`src/rtl/btt_pkg.sv`:
```
package btt_pkg;

  // strobes from the control side to the timer datapath
  typedef struct packed {
    logic load;     // reload the counter from the register
    logic decr;     // count one clock down (saturating)
    logic setStop;  // stop condition seen this cycle
    logic clrStop;  // transaction ended or restarted
  } tenureCtl_t;

endpackage

```
`src/rtl/btt_datapath.sv`:
```
module btt_datapath
  import btt_pkg::*;
#(
  parameter int ADDR_W     = 8,
  parameter int DATA_W     = 8,
  parameter int CNT_W      = 5,
  parameter int STEP_LOG2  = 3,
  parameter logic [ADDR_W-1:0] CFG_OFFSET = 8'h1B
) (
  input  logic              clk,
  input  logic              rstN,
  input  logic              cfgWrEn,
  input  logic [ADDR_W-1:0] cfgAddr,
  input  logic [DATA_W-1:0] cfgWrData,
  input  tenureCtl_t        ctl,
  output logic [DATA_W-1:0] cfgRdData,
  output logic              cntZero
);
  localparam int RSV_W   = DATA_W - CNT_W;
  localparam int TIMER_W = CNT_W + STEP_LOG2;

  logic [CNT_W-1:0]   countField;
  logic [TIMER_W-1:0] timerQ;
  logic [DATA_W-1:0]  regImage;
  logic               addrHit;

  assign addrHit = (cfgAddr == CFG_OFFSET);

  always_ff @(posedge clk or negedge rstN) begin
    if (!rstN) begin
      countField <= '0;
    end else if (cfgWrEn && addrHit) begin
      countField <= cfgWrData[DATA_W-1 -: CNT_W];
    end
  end

  // the load takes the value held before any write in the same cycle
  always_ff @(posedge clk or negedge rstN) begin
    if (!rstN) begin
      timerQ <= '0;
    end else if (ctl.load) begin
      timerQ <= {countField, {STEP_LOG2{1'b0}}};
    end else if (ctl.decr && (timerQ != '0)) begin
      timerQ <= timerQ - TIMER_W'(1);
    end
  end

  generate
    if (RSV_W > 0) begin : g_rsv
      logic unusedRsvBits;
      assign unusedRsvBits = ^cfgWrData[RSV_W-1:0];
      assign regImage = {countField, {RSV_W{1'b0}}};
    end else begin : g_norsv
      assign regImage = countField;
    end
  endgenerate

  assign cfgRdData = addrHit ? regImage : '0;
  assign cntZero   = (timerQ == '0);

endmodule

```
`src/rtl/btt_control.sv`:
```
module btt_control
  import btt_pkg::*;
(
  input  logic       clk,
  input  logic       rstN,
  input  logic       grantIn,
  input  logic       frameStart,
  input  logic       xferDone,
  input  logic       cntZero,
  output tenureCtl_t ctl,
  output logic       stopBurst
);
  logic activeQ;
  logic stopQ;

  always_comb begin
    ctl.load    = frameStart && !xferDone;
    ctl.decr    = activeQ && !frameStart && !xferDone;
    ctl.clrStop = frameStart || xferDone;
    ctl.setStop = activeQ && cntZero && !grantIn && !ctl.clrStop;
  end

  always_ff @(posedge clk or negedge rstN) begin
    if (!rstN) begin
      activeQ <= 1'b0;
    end else if (xferDone) begin
      activeQ <= 1'b0;
    end else if (frameStart) begin
      activeQ <= 1'b1;
    end
  end

  always_ff @(posedge clk or negedge rstN) begin
    if (!rstN) begin
      stopQ <= 1'b0;
    end else if (ctl.clrStop) begin
      stopQ <= 1'b0;
    end else if (ctl.setStop) begin
      stopQ <= 1'b1;
    end
  end

  assign stopBurst = stopQ;

endmodule

```
`src/rtl/burst_tenure_timer.sv`:
```
module burst_tenure_timer
  import btt_pkg::*;
#(
  parameter int ADDR_W     = 8,
  parameter int DATA_W     = 8,
  parameter int CNT_W      = 5,
  parameter int STEP_LOG2  = 3,
  parameter logic [ADDR_W-1:0] CFG_OFFSET = 8'h1B
) (
  input  logic              clk,
  input  logic              rstN,
  input  logic              cfgWrEn,
  input  logic [ADDR_W-1:0] cfgAddr,
  input  logic [DATA_W-1:0] cfgWrData,
  output logic [DATA_W-1:0] cfgRdData,
  input  logic              grantIn,
  input  logic              frameStart,
  input  logic              xferDone,
  output logic              stopBurst
);
  tenureCtl_t ctl;
  logic       cntZero;

  btt_datapath #(
    .ADDR_W(ADDR_W), .DATA_W(DATA_W), .CNT_W(CNT_W),
    .STEP_LOG2(STEP_LOG2), .CFG_OFFSET(CFG_OFFSET)
  ) i_datapath (
    .clk(clk), .rstN(rstN), .cfgWrEn(cfgWrEn), .cfgAddr(cfgAddr),
    .cfgWrData(cfgWrData), .ctl(ctl), .cfgRdData(cfgRdData),
    .cntZero(cntZero)
  );

  btt_control i_control (
    .clk(clk), .rstN(rstN), .grantIn(grantIn), .frameStart(frameStart),
    .xferDone(xferDone), .cntZero(cntZero), .ctl(ctl),
    .stopBurst(stopBurst)
  );

endmodule

```
`config.mk`:
```
export PLATFORM = sky130hd
export DESIGN_NAME = burst_tenure_timer
export DESIGN_NICKNAME = d
export VERILOG_FILES = /design/src/rtl/btt_pkg.sv /design/src/rtl/btt_datapath.sv /design/src/rtl/btt_control.sv /design/src/rtl/burst_tenure_timer.sv
export SDC_FILE = /design/constraint.sdc
export NUM_CORES = 1
export LEC_CHECK = 0
export BUFFER_PORTS_ARGS = -buffer_cell sky130_fd_sc_hd__buf_2
export CAP_MARGIN = 20
export CORE_MARGIN = 2
export CORE_UTILIZATION = 47
export CTS_CLUSTER_DIAMETER = 50
export CTS_CLUSTER_SIZE = 40
export DETAILED_ROUTE_END_ITERATION = 10
export GPL_TIMING_DRIVEN = 0
export PLACE_DENSITY_LB_ADDON = 0.12
export SYNTH_ARGS = -nofsm -noshare
export SYNTH_HDL_FRONTEND = slang
export SYNTH_SLANG_ARGS = --single-unit
```
`constraint.sdc`:
```
create_clock -name clk -period 2.9 [get_ports clk]
set_input_delay 0.58 -clock clk [delete_from_list [all_inputs] [get_ports clk]]
set_output_delay 0.58 -clock clk [all_outputs]
set_load 0.05 [all_outputs]
```
==> run metrics <==
most common cell in the synthesized netlist=dfrtp_1; TritonRoute pass-1 iters=4; status=complete, no violations; maximum vdd ir drop=0.4264 mV; H-tree depth reported by CTS=1; Setup CP Type=primary input to primary output; worst hold path class=primary input to async pin; CP Launch Point=cfgAddr[5]; grt ovf=0; commonest cells in the netlist=dfrtp_1, mux2_2, and2_1, inv_1; reg2reg end=i_datapath.timerQ[6]; maximum clock path buffer count=2; Fin Hold WS=~0.18 ns; xor and xnor area share after synthesis=0%; #FFs+latches synth=15; DR iter-0 viols=13; Buf/Inv on CP=2; Worst Reg-to-Reg Cells=4; die span in y=around 46 um; worst slew pin tran=roughly 0.67 ns; Slowest cell on crit path=nor4_1; FILL cells=about 150; setup_tns=0 ns; first-pass GRT wire length=2794 um; drt wl/cell=12.45 um; I/O pin cnt=31; Cell Pwr Density=768.2 nW/um2; Synth Area in Compound Gates=16.81%; # DRC=0; Levels on crit path=5; final setup vio count=0; All-Layer GR Usage=a little under a fifth; top cells by area, synth=dfrtp_1, mux2_2, and2_1, o41ai_4, ha_1; CP max stage delay=0.57 ns; Adder-Cell Fraction of Synth Area=2.950%; Slew Limit Fails=0; largest net degree at the start of global routing=16; via density per instance=5.200; Synth top area share=44.25%; Routed Wire Length=1681 um; vias in the first global route=631; Final Cycle Share=around 84%; fraction of the mapped netlist area in simple logic gates=between 20% and 30%; crit path launch type=primary input; Mapped Cells=80; Initial Util=between 40% and 50%; Final Hold Viols=0; Worst path most repeated cell=buf_2; layout cells sized above 1=39.09%; worst reg2reg setup slack=roughly 0.74 ns; reg2reg start=i_datapath.timerQ[3]; vias=roughly 700; most area-hungry cell type in the Yosys netlist=dfrtp_1; DP Wirelength=1292 um; full die area=roughly 2200 um2; Horiz. Die Dim=~46 um; RSZ-0062 raised after global routing=no; port buffer count=24; Crit path required time=2.32 ns; Post-CTS Setup Inserts=0; post-synthesis mux area share=7.965%; TritonCTS sink count=15; largest family of logic cells by synthesized area=simple AND/OR/NAND/NOR gates; Netlist Area Pre-Place=848.3 um2; register clock-pin slew on the reported worst setup and hold paths=0.09 ns; Syn Area/Cell=10.60 um2; Leak=~0.53 nW; Rows=15; CTS tree=done; Final GP Congestion=0.8304; initial antenna violation count=0; Antenna Nets Post-Route=0; maximum clock rate=410.1 MHz; Post-synth EDFFs=0; sequential area share after synthesis=44.25%; ys async rst share=100.0%; CP Max Fanout=6; Post-synth top flop=dfrtp_1; delay-heaviest family, CP=simple AND/OR/NAND/NOR gates; min cycle time layout=2.439 ns; maxcap violations=0; cells along the critical path=buf_2, nand2b_1, nor4_1, and2_1, buf_2; WP data arrival=1.86 ns; post-cts resize count=0; Clk Latency, worst-skew pair=0.28 ns; CTS buffer count=3; crit end category=primary output; Core Box Area=1708 um2; area grow syn2layout=21.98%; Synth warnings=0; Max Clock Skew=0.001832 ns; nets@finish=135; Synth cell types=32; ant diodes=0; worst rel slew slack=54.65%; clock root buffer=clkbuf_4; cts hold-fix bufs=0
## state kept, by name (all words and copies together), names as in the netlist
| signal | cells |
|---|---|
| i_control.activeQ | 1 |
| i_datapath.timerQ | 8 |
| i_datapath.countField | 5 |
| i_control.stopBurst | 1 |
## area by class of cell
class / count / area [um2] / share of cell area (%)
plain buffers: 4 / 33.78 / 3.265
multi-input cells: 58 / 427.9 / 41.35
clock inverters: 1 / 5.005 / 0.4837
clock buffers: 3 / 22.52 / 2.177
flip-flops and latches: 15 / 375.4 / 36.28
well taps: 25 / 31.28 / 3.023
repair buffers: 24 / 120.1 / 11.61
inverters: 5 / 18.77 / 1.814
## worst reg2reg max path: stages (launching register included)
cell     delay (ns)
dfrtp_1        0.42
or4_4          0.58
o41ai_4        0.38
mux2_2         0.38
a221o_1        0.29
## through the flow
stage	cell area [um2]	setup slack, ns	utilization (%)	instances	power [mW]
floorplan	855.8	0.6944	-	82	0.5943
global placement	1007	0.4499	58.97	131	0.6678
detailed placement	1007	0.4379	58.97	131	0.6774
CTS	1035	0.4362	60.59	135	0.7994
global route	1035	0.2921	60.59	135	0.8726
finish	1035	0.4614	60.59	135	0.7949
## worst max-delay path by stage
stage | to | slack, ns
global route | cfgRdData[4] | 0.29
detailed placement | cfgRdData[6] | 0.44
finish | cfgRdData[6] | 0.46
global placement | cfgRdData[6] | 0.45
floorplan | cfgRdData[3] | 0.69
CTS | cfgRdData[6] | 0.44
## routing by layer
metal | routed length, um | up-vias | track usage (%)
met5 | 0 | - | 0
met4 | 26 | 0 | 6.286
met3 | 86 | 4 | 2.745
met2 | 802 | 22 | 28.89
met1 | 765 | 323 | 24.70
li1 | - | 353 | -
## cells in the final DEF (no fill, tap or decap), drive strengths merged, types with 3 or more instances in the layout
| master | count |
|---|---|
| o211ai | 3 |
| nor3 | 3 |
| o21ai | 3 |
| mux2 | 6 |
| conb | 3 |
| nand3 | 4 |
| inv | 5 |
| nand2 | 4 |
| buf | 28 |
| nor2 | 3 |
| clkbuf | 3 |
| and2 | 5 |
| dfrtp | 15 |
| or4 | 3 |
## power by group
part | leakage [nW] | internal, mW | switching (mW)
registers | 0.203 | 0.265 | 0.0689
clock network | 0.0177 | 0.0512 | 0.0710
logic | 0.313 | 0.149 | 0.190
## cells by family (layout without fill, tap and decap cells)
group           after synthesis  after routing
buf+inv                       9             37
fa+ha+maj                     2              2
other cells                   1              3
simple gates                 31             31
compound gates               16             16
mux                           6              6
flops                        15             15
Note: power is estimated with default switching activity, not from simulation.
